$ cat config.mk
export PLATFORM = sky130hd
export DESIGN_NAME = trace_ovf_fifo
export DESIGN_NICKNAME = d
export VERILOG_FILES = /design/src/rtl/trace_fifo_pkg.sv /design/src/rtl/trace_pkt_fifo.sv /design/src/rtl/trace_stall_ctl.sv /design/src/rtl/trace_cyc_count.sv /design/src/rtl/trace_ovf_fifo.sv
export SDC_FILE = /design/constraint.sdc
export NUM_CORES = 1
export LEC_CHECK = 0
export BUFFER_PORTS_ARGS = -buffer_cell sky130_fd_sc_hd__buf_4
export CAP_MARGIN = 5
export CORE_ASPECT_RATIO = 1.4
export CORE_MARGIN = 5
export CORE_UTILIZATION = 40
export CTS_CLUSTER_SIZE = 12
export DETAILED_ROUTE_END_ITERATION = 8
export GPL_ROUTABILITY_DRIVEN = 0
export PLACE_DENSITY = 0.54
export SYNTH_ARGS = -nofsm -noshare
export SYNTH_HDL_FRONTEND = slang
export SYNTH_HIERARCHICAL = 1
export SYNTH_SLANG_ARGS = --single-unit
$ cat constraint.sdc
create_clock -name clk -period 4.8 [get_ports clk]
set_input_delay 0.96 -clock clk [delete_from_list [all_inputs] [get_ports clk]]
set_output_delay 0.96 -clock clk [all_outputs]
set_load 0.02 [all_outputs]
$ cat src/rtl/trace_fifo_pkg.sv
package trace_fifo_pkg;

  typedef enum logic [1:0] {
    PK_INSN = 2'd0,
    PK_DATA = 2'd1,
    PK_CYC  = 2'd2,
    PK_GAP  = 2'd3
  } pkt_kind_e;

endpackage

$ cat src/rtl/trace_pkt_fifo.sv
module trace_pkt_fifo #(
  parameter int EW    = 10,
  parameter int DEPTH = 8,
  localparam int AW   = (DEPTH > 1) ? $clog2(DEPTH) : 1,
  localparam int CW   = $clog2(DEPTH + 1)
) (
  input  logic          clk,
  input  logic          rst_n,
  input  logic          push,
  input  logic [EW-1:0] push_data,
  input  logic          pop,
  output logic [EW-1:0] head,
  output logic [CW-1:0] occ,
  output logic          empty,
  output logic          full
);

  logic [EW-1:0] mem [DEPTH];
  logic [AW-1:0] wr_ptr_q, wr_ptr_d;
  logic [AW-1:0] rd_ptr_q, rd_ptr_d;
  logic [CW-1:0] occ_q, occ_d;

  function automatic logic [AW-1:0] ptr_inc(input logic [AW-1:0] p);
    return (p == AW'(DEPTH - 1)) ? '0 : p + AW'(1);
  endfunction

  always_comb begin
    wr_ptr_d = push ? ptr_inc(wr_ptr_q) : wr_ptr_q;
    rd_ptr_d = pop  ? ptr_inc(rd_ptr_q) : rd_ptr_q;
    occ_d    = occ_q + CW'(push) - CW'(pop);
  end

  always_ff @(posedge clk or negedge rst_n) begin
    if (!rst_n) begin
      wr_ptr_q <= '0;
      rd_ptr_q <= '0;
      occ_q    <= '0;
    end else begin
      wr_ptr_q <= wr_ptr_d;
      rd_ptr_q <= rd_ptr_d;
      occ_q    <= occ_d;
    end
  end

  always_ff @(posedge clk) begin
    if (push) begin
      mem[wr_ptr_q] <= push_data;
    end
  end

  assign head  = mem[rd_ptr_q];
  assign occ   = occ_q;
  assign empty = (occ_q == '0);
  assign full  = (occ_q == CW'(DEPTH));

endmodule

$ cat src/rtl/trace_stall_ctl.sv
module trace_stall_ctl #(
  parameter int DEPTH        = 8,
  parameter int STALL_MARGIN = 2,
  localparam int CW          = $clog2(DEPTH + 1)
) (
  input  logic          clk,
  input  logic          rst_n,
  input  logic [CW-1:0] occ,
  input  logic          cfg_stall,
  input  logic          cfg_suppress,
  input  logic [CW-1:0] cfg_afull,
  input  logic [CW-1:0] cfg_release,
  output logic          stall_req
);

  localparam logic [CW-1:0] BOTH_LVL = CW'(DEPTH - STALL_MARGIN);

  logic          stall_q, stall_d;
  logic [CW-1:0] set_lvl;

  always_comb begin
    set_lvl = cfg_suppress ? BOTH_LVL : cfg_afull;
    if (!cfg_stall) begin
      stall_d = 1'b0;
    end else if (occ >= set_lvl) begin
      stall_d = 1'b1;
    end else if (occ <= cfg_release) begin
      stall_d = 1'b0;
    end else begin
      stall_d = stall_q;
    end
  end

  always_ff @(posedge clk or negedge rst_n) begin
    if (!rst_n) begin
      stall_q <= 1'b0;
    end else begin
      stall_q <= stall_d;
    end
  end

  assign stall_req = stall_q;

endmodule

$ cat src/rtl/trace_cyc_count.sv
module trace_cyc_count #(
  parameter int PW = 8
) (
  input  logic          clk,
  input  logic          rst_n,
  input  logic          restart,
  output logic [PW-1:0] cnt
);

  logic [PW-1:0] cnt_q, cnt_d;

  always_comb begin
    if (restart) begin
      cnt_d = PW'(1);
    end else if (&cnt_q) begin
      cnt_d = cnt_q;
    end else begin
      cnt_d = cnt_q + PW'(1);
    end
  end

  always_ff @(posedge clk or negedge rst_n) begin
    if (!rst_n) begin
      cnt_q <= '0;
    end else begin
      cnt_q <= cnt_d;
    end
  end

  assign cnt = cnt_q;

endmodule

$ cat src/rtl/trace_ovf_fifo.sv
module trace_ovf_fifo
  import trace_fifo_pkg::*;
#(
  parameter int PW           = 8,
  parameter int DEPTH        = 8,
  parameter int STALL_MARGIN = 2,
  localparam int CW          = $clog2(DEPTH + 1),
  localparam int EW          = PW + 2
) (
  input  logic          clk,
  input  logic          rst_n,
  input  logic          ins_valid,
  input  logic [PW-1:0] ins_data,
  output logic          ins_ready,
  input  logic          dat_valid,
  input  logic [PW-1:0] dat_data,
  output logic          dat_ready,
  input  logic          cfg_suppress,
  input  logic          cfg_stall,
  input  logic          cfg_cycacc,
  input  logic [CW-1:0] cfg_afull,
  input  logic [CW-1:0] cfg_release,
  output logic          out_valid,
  input  logic          out_ready,
  output logic [1:0]    out_kind,
  output logic [PW-1:0] out_data,
  output logic          out_gap,
  output logic          stall_req
);

  logic [CW-1:0] occ;
  logic          fifo_empty, fifo_full;
  logic [EW-1:0] head;
  logic          wr_en, pop;
  pkt_kind_e     wr_kind;
  logic [PW-1:0] wr_pay;
  logic          ins_wr, cyc_done, gap_wr, lost, suppress_now;

  logic          cyc_pend_q, cyc_pend_d;
  logic [PW-1:0] cyc_val_q, cyc_val_d;
  logic          gap_pend_q, gap_pend_d;
  logic [PW-1:0] lost_q, lost_d;
  logic [PW-1:0] cyc_cnt;

  assign suppress_now = cfg_suppress && (occ >= cfg_afull);

  // Write-slot arbitration: pending cycle count, then gap, then instruction, then data.
  always_comb begin
    wr_en     = 1'b0;
    wr_kind   = PK_INSN;
    wr_pay    = ins_data;
    ins_ready = 1'b0;
    dat_ready = 1'b0;
    ins_wr    = 1'b0;
    cyc_done  = 1'b0;
    gap_wr    = 1'b0;
    lost      = 1'b0;
    if (cyc_pend_q) begin
      if (!fifo_full) begin
        wr_en    = 1'b1;
        wr_kind  = PK_CYC;
        wr_pay   = cyc_val_q;
        cyc_done = 1'b1;
      end else if (!cfg_stall) begin
        cyc_done = 1'b1;
        lost     = 1'b1;
      end
    end else if (gap_pend_q && !fifo_full) begin
      wr_en   = 1'b1;
      wr_kind = PK_GAP;
      wr_pay  = lost_q;
      gap_wr  = 1'b1;
    end else if (ins_valid) begin
      if (!fifo_full) begin
        wr_en     = 1'b1;
        ins_ready = 1'b1;
        ins_wr    = 1'b1;
      end else if (!cfg_stall) begin
        ins_ready = 1'b1;
        lost      = 1'b1;
      end
    end else if (dat_valid) begin
      if (suppress_now) begin
        dat_ready = 1'b1;
      end else if (!fifo_full) begin
        wr_en     = 1'b1;
        wr_kind   = PK_DATA;
        wr_pay    = dat_data;
        dat_ready = 1'b1;
      end else if (!cfg_stall) begin
        dat_ready = 1'b1;
        lost      = 1'b1;
      end
    end
  end

  always_comb begin
    cyc_pend_d = cyc_pend_q;
    if (cyc_done) begin
      cyc_pend_d = 1'b0;
    end else if (ins_wr && cfg_cycacc) begin
      cyc_pend_d = 1'b1;
    end
    cyc_val_d = ins_wr ? cyc_cnt : cyc_val_q;

    gap_pend_d = gap_pend_q;
    lost_d     = lost_q;
    if (gap_wr) begin
      gap_pend_d = 1'b0;
      lost_d     = '0;
    end else if (lost) begin
      gap_pend_d = 1'b1;
      lost_d     = (&lost_q) ? lost_q : lost_q + PW'(1);
    end
  end

  always_ff @(posedge clk or negedge rst_n) begin
    if (!rst_n) begin
      cyc_pend_q <= 1'b0;
      cyc_val_q  <= '0;
      gap_pend_q <= 1'b0;
      lost_q     <= '0;
    end else begin
      cyc_pend_q <= cyc_pend_d;
      cyc_val_q  <= cyc_val_d;
      gap_pend_q <= gap_pend_d;
      lost_q     <= lost_d;
    end
  end

  trace_pkt_fifo #(.EW(EW), .DEPTH(DEPTH)) u_fifo (
    .clk       (clk),
    .rst_n     (rst_n),
    .push      (wr_en),
    .push_data ({wr_kind, wr_pay}),
    .pop       (pop),
    .head      (head),
    .occ       (occ),
    .empty     (fifo_empty),
    .full      (fifo_full)
  );

  trace_stall_ctl #(.DEPTH(DEPTH), .STALL_MARGIN(STALL_MARGIN)) u_stall (
    .clk          (clk),
    .rst_n        (rst_n),
    .occ          (occ),
    .cfg_stall    (cfg_stall),
    .cfg_suppress (cfg_suppress),
    .cfg_afull    (cfg_afull),
    .cfg_release  (cfg_release),
    .stall_req    (stall_req)
  );

  trace_cyc_count #(.PW(PW)) u_cyc (
    .clk     (clk),
    .rst_n   (rst_n),
    .restart (ins_wr),
    .cnt     (cyc_cnt)
  );

  assign pop       = out_ready && !fifo_empty;
  assign out_valid = !fifo_empty;
  assign out_kind  = head[EW-1 -: 2];
  assign out_data  = head[PW-1:0];
  assign out_gap   = !fifo_empty && (head[EW-1 -: 2] == 2'(PK_GAP));

endmodule

==> results of run 1 <==
cells in the final DEF, fill, tap and decap left out, drive strengths merged, types with 2 or more instances in the layout:
cell,instances
and3,4
buf,59
nand2b,8
a21oi,13
nand3b,2
inv,29
a311oi,2
a211oi,3
nor3b,4
clkbuf,17
mux2i,22
nor3,8
mux2,12
xnor2,2
bufinv,3
nand3,6
clkinv,5
nor4,2
a31oi,12
and4,2
nor2b,4
edfxtp,80
nand2,50
mux4,20
ha,24
o21ai,16
o211ai,3
nand4,6
dfrtp,37
nor2,28
critical path: stages (launching register included):
cell,delay [ns]
dfrtp_1,0.44
inv_1,0.13
ha_1,0.15
nor3b_2,0.15
buf_4,0.29
nor2b_1,0.10
buf_4,0.20
or2_2,0.39
a311oi_1,0.31
buf_4,0.19
logic make-up (layout without fill, tap and decap cells):
group | after synthesis | after routing | share of synthesized area [%]
AOI/OAI and AO/OA | 54 | 54 | 6.01
xor gates and xnor gates | 3 | 3 | 0.466
adders and majority gates | 25 | 25 | 5.68
buffers and inverters | 39 | 113 | 3.37
DFF | 117 | 117 | 59.0
muxes | 54 | 54 | 14.4
and+or+nand+nor | 127 | 127 | 11.0
where the power goes:
part | total [mW] | internal, mW | switching [mW]
clock | 1.31 | 0.831 | 0.476
combinational | 1.41 | 0.668 | 0.747
sequential | 1.65 | 1.43 | 0.221
final cells by class:
class | instances | area, um2 | share of cell area [%]
clock buffer | 17 | 425 | 6.23
clock inverter | 15 | 191 | 2.80
inverter | 22 | 82.6 | 1.21
multi-input combinational | 263 | 2130 | 31.2
sequential | 117 | 3330 | 48.7
tap | 185 | 231 | 3.39
timing repair buffer | 59 | 443 | 6.48
metrics by stage:
step / area (um2) / power [mW]
finish: 6830 / 4.37
global route: 6830 / 4.67
CTS: 6830 / 4.45
detailed placement: 6220 / 3.13
global placement: 6220 / 3.08
floorplan: 5640 / 2.63
final timing paths:
kind / end / slack (ns) / depth (start not counted)
worst max-delay path: dat_ready / 1.08 / 9
worst min-delay path: cyc_val_q[5] / 0.50 / 1
worst max register to register: u_fifo/occ[2] / 1.52 / 12
worst min register to register: cyc_val_q[5] / 0.50 / 1
max in group asynchronous: u_fifo/wr_ptr_q[1] / 3.92 / 1
min in group asynchronous: u_cyc/cnt[2] / 0.52 / 1
sequential cells by signal (all words and copies together) (netlist names):
name               count
cyc_pend_q             1
cyc_val_q              8
gap_pend_q             1
lost_q                 8
u_cyc/cnt              8
u_fifo/mem            80
u_fifo/occ             4
u_fifo/rd_ptr_q        3
u_fifo/wr_ptr_q        3
u_stall/stall_req      1
routing by layer:
layer	track usage [%]	up-vias
met5	0	-
met4	5.79	0
met3	3.65	14
met2	26.6	62
met1	17.3	1742
li1	-	1691
==> results.toml, run 1 <==
[floorplanning]
initial_core_util_pct = 40.5
row_count = 51
core_mm2 = 0.0139
die_w_um = 110
die_h_um = 150
ioPinCount = 47
dieArea_mm2 = 0.0166

[yosys]
ys_warn_count = 6
syn_avg_cell_area_um2 = 13.5
yosysMostFrequentCell = "edfxtp_1"
ys.flop_type = "edfxtp_1"
synth_nets = 476
synthCells = 419
synth_edf_count = 80
async_flop_share_pct = 31.6
netlist_area_mm2 = 0.00564
synth.area.top_cells = "edfxtp_1 (43%), dfrtp_1 (16%), mux4_2 (7.2%), ha_1 (5.3%), mux2i_1 (3.9%)"
synth_top_area_share_pct = 42.6
synth-seq-cells = 117
synthDistinctLibCells = 50
synth_top_cell_by_area = "edfxtp_1"
synth_common_cells = "edfxtp_1 (80), nand2_1 (50), dfrtp_1 (37), nor2_1 (27), ha_1 (24)"
yosysSeqAreaShare_pct = 59.0

[timing]
max_freq_mhz = 269
clock_skew_ns = 0.00907
rsz0062_at_grt = "no"
hold_viol = 0
setup_violations = 0
fin_crit_ns = 3.72
tightest_slew_ns = 0.958
worst_slack_ns = 1.08
tns_ns = 0
period_share_pct = 77.5
relSlewSlack_pct = 36.1
slew_violations = 0
hold_slack_ns = 0.503

[final_layout]
fillCellCount = 1314
nNetsFinal = 537
area_delta_synth_final_pct = 21.2
final_cells = 678
postLayoutCoreUtil_pct = 49.1
diodes = 0
drive_gt1_share_pct = 27.0

[global_route]
grt_pass1_wl_um = 18900
track_usage_pct = 15.0
grt_pass1_vias = 3702
grt_max_degree = 38
antenna_found_initial = 0
grt-ovfl-total = 0

[placed_design]
dp_hpwl_um = 8240
dp_worst_setup_slack_ns = 0.947
io_buffers = 46
placed_cells = 646

[critical_path]
timing.rr.start = "u_fifo/occ[1]"
crit_arrival_ns = 2.76
crit_path_start = "u_fifo/occ[2]"
required_ns = 3.84
path_max_fanout = 18
crit_type = "reg -> out"
start_kind = "register"
worstSetupEndpointType = "output port"

[hold_path]
min-delay-start = "cyc_val_q[5]"
hold_class = "reg -> reg"

[clock_tree]
clk_pin_slew_ns = 0.06
cts_tree = "yes"
htree_levels = 4
post_cts_buffers = 0
cts_max_path_buffers = 2
cts_root_buf = "clkbuf_16"
post_cts_resized = 0
worst_skew_pair.late_latency_ns = 0.41
numCtsBuffers = 17
cts_sinks = 117
cts_hold_buf = 0

[run_status]
status = "finished, final reports clean"

[route]
via_count = 3509
wl_met2_um = 6160
routedLengthMet1_um = 4560
drc = 0
wl_per_cell_um = 16.6
routed.top_layer = "met4"
routed_via_density = 5.18
drtPass1Iterations = 4
first_iter_violations = 99
ant_nets = 0
dr_wl_met3_um = 340
wirelength_um = 11200

[pwr]
power_leakage_nw = 2.75
p_per_area_mw_per_mm2 = 639
ir_drop_uv = 253

[run]
drv_cap = 0
(Power assumes the default switching activity.)
==> run 2: changes to the inputs <==
PLACE_DENSITY = 0.56   (was 0.54)
clock period = 3.2 ns   (was 4.8 ns; I/O delays follow)
==> run 2 against run 1 <==
Effect of this change:
- clock power is 32% higher
- via count up 1.5%
- sequential power is 45% higher
- first-iteration DRC count increased by 37%
- routed wire length is 7.0% higher
- total power up 49%
- combinational power increased by 68%
- die area did not move
- count of clock-buffer cells in the layout increased by 6
- clock skew increased by 0.00082 ns
==> results.toml, run 2 (synthesis results as in run 1) <==
[run_status]
status = "finished, final reports clean"

[pwr]
p_per_area_mw_per_mm2 = 945
ir_drop_uv = 419
power_leakage_nw = 2.79

[timing]
tightest_slew_ns = 0.785
rsz0062_at_grt = "no"
worst_slack_ns = 0.187
hold_viol = 0
relSlewSlack_pct = 47.7
tns_ns = 0
max_freq_mhz = 332
fin_crit_ns = 3.01
period_share_pct = 94.2
clock_skew_ns = 0.00988
hold_slack_ns = 0.192
slew_violations = 0
setup_violations = 0

[clock_tree]
clk_pin_slew_ns = 0.05
cts_sinks = 117
htree_levels = 4
cts_tree = "yes"
cts_max_path_buffers = 2
post_cts_buffers = 0
worst_skew_pair.late_latency_ns = 0.41
cts_root_buf = "clkbuf_16"
numCtsBuffers = 17

[route]
first_iter_violations = 136
wirelength_um = 12000
drtPass1Iterations = 4
routed_via_density = 5.16
drc = 0
ant_nets = 0
wl_per_cell_um = 17.4
via_count = 3563

[final_layout]
nNetsFinal = 549
diodes = 0
max_flop_register = "u_fifo/mem"
area_delta_synth_final_pct = 22.0
largest_reg_flops = 80
final_common_cell = "edfxtp_1"
drive_gt1_share_pct = 28.3
finalInstanceArea_mm2 = 0.00688
mostFrequentLayoutCells = "edfxtp_1 (80), buf_4 (71), nand2_1 (50)"

[placed_design]
dp_worst_setup_slack_ns = 0.123
dp_hpwl_um = 8690
placed_area_mm2 = 0.00632
io_buffers = 46

[critical_path]
timing.rr.start = "u_fifo/occ[0]"
worstSetupEndpointType = "output port"
required_ns = 2.56
slowest_stage = "dfrtp_1"
path_max_fanout = 14
slowest_delay_ns = 0.84
crit_type = "reg -> out"
crit_arrival_ns = 2.37
crit_path_start = "u_fifo/rd_ptr_q[0]"
start_kind = "register"
cp_cell_sequence = "buf_4, mux4_2, nand2_1, nand2_1, buf_4"

[global_route]
antenna_found_initial = 0
track_usage_pct = 16.2
grt_max_degree = 38
grt-ovfl-total = 0
grt_pass1_vias = 3768
grt_pass1_wl_um = 20000

[floorplanning]
row_count = 51
die_w_um = 110
initial_core_util_pct = 40.5
core_mm2 = 0.0139
ioPinCount = 47
die_h_um = 150
dieArea_mm2 = 0.0166

[hold_path]
hold_class = "in -> async"

[run]
drv_cap = 0
[run 2: cell types whose count changed in the layout (fill, tap and decap cells not counted), moves of 2 or more]
cell       change
buf_4         +12
clkbuf_1       +5
nor3_2         +2
clkinv_2       +5
bufinv_16      -2
inv_6          -8
nor3_1         -2
[run 2: report_power, final]
group | total (mW) | leakage [nW] | switching (mW) | internal, mW
sequential | 2.40 | 1.22 | 0.255 | 2.14
combinational | 2.37 | 1.30 | 1.29 | 1.08
clock | 1.73 | 0.274 | 0.629 | 1.11
total | 6.50 | 2.79 | 2.17 | 4.33
[run 2: cell type report]
type                    instances  area (um2)
fillers                      1293        7030
flip-flops and latches        117        3330
multi-input cells             263        2160
repair buffers                 71         533
clock buffers                  23         469
well taps                     185         231
inverters                      22        82.6
clock inverters                 9        77.6
[run 2: metal layers]
layer  share of wire (%)  GRT usage [%]  vias to the layer above
li1                    -              -                     1710
met1                  43           20.2                     1775
met2                  52           27.0                       62
met3                 2.9           4.08                       16
met4                 1.5           5.91                        0
met5                   0              0                        -
[run 2: final timing paths]
| check | to | slack, ns | cells after the start |
|---|---|---|---|
| worst max-delay path | out_data[5] | 0.19 | 5 |
| worst min-delay path | u_stall/stall_req | 0.19 | 1 |
| worst max register to register | u_fifo/occ[2] | 0.39 | 13 |
| worst min register to register | cyc_val_q[0] | 0.51 | 1 |
| max in group asynchronous | cyc_val_q[3] | 2.64 | 1 |
| min in group clk | cyc_pend_q | 0.46 | 2 |
[run 2: worst max-delay path: cells and delay by family, from the launching register on]
kind          cells  cell delay [ns]
flops             1             0.84
mux               1             0.50
buf+inv           2             0.47
simple gates      2             0.15
[run 2: per-stage QoR]
stage / cells / util, % / power (mW)
finish: 690 / 49.4 / 6.50
global route: 690 / 49.4 / 6.94
CTS: 690 / 49.3 / 6.58
detailed placement: 658 / 45.4 / 4.84
global placement: 658 / 45.4 / 4.76
floorplan: 419 / - / 3.96
[run 2: repair_timing]
action                                 CTS  global route
endpoints found under the hold margin    0             0
setup endpoints to repair                0             1
resized for setup                        0             3
hold buffers                             0             0
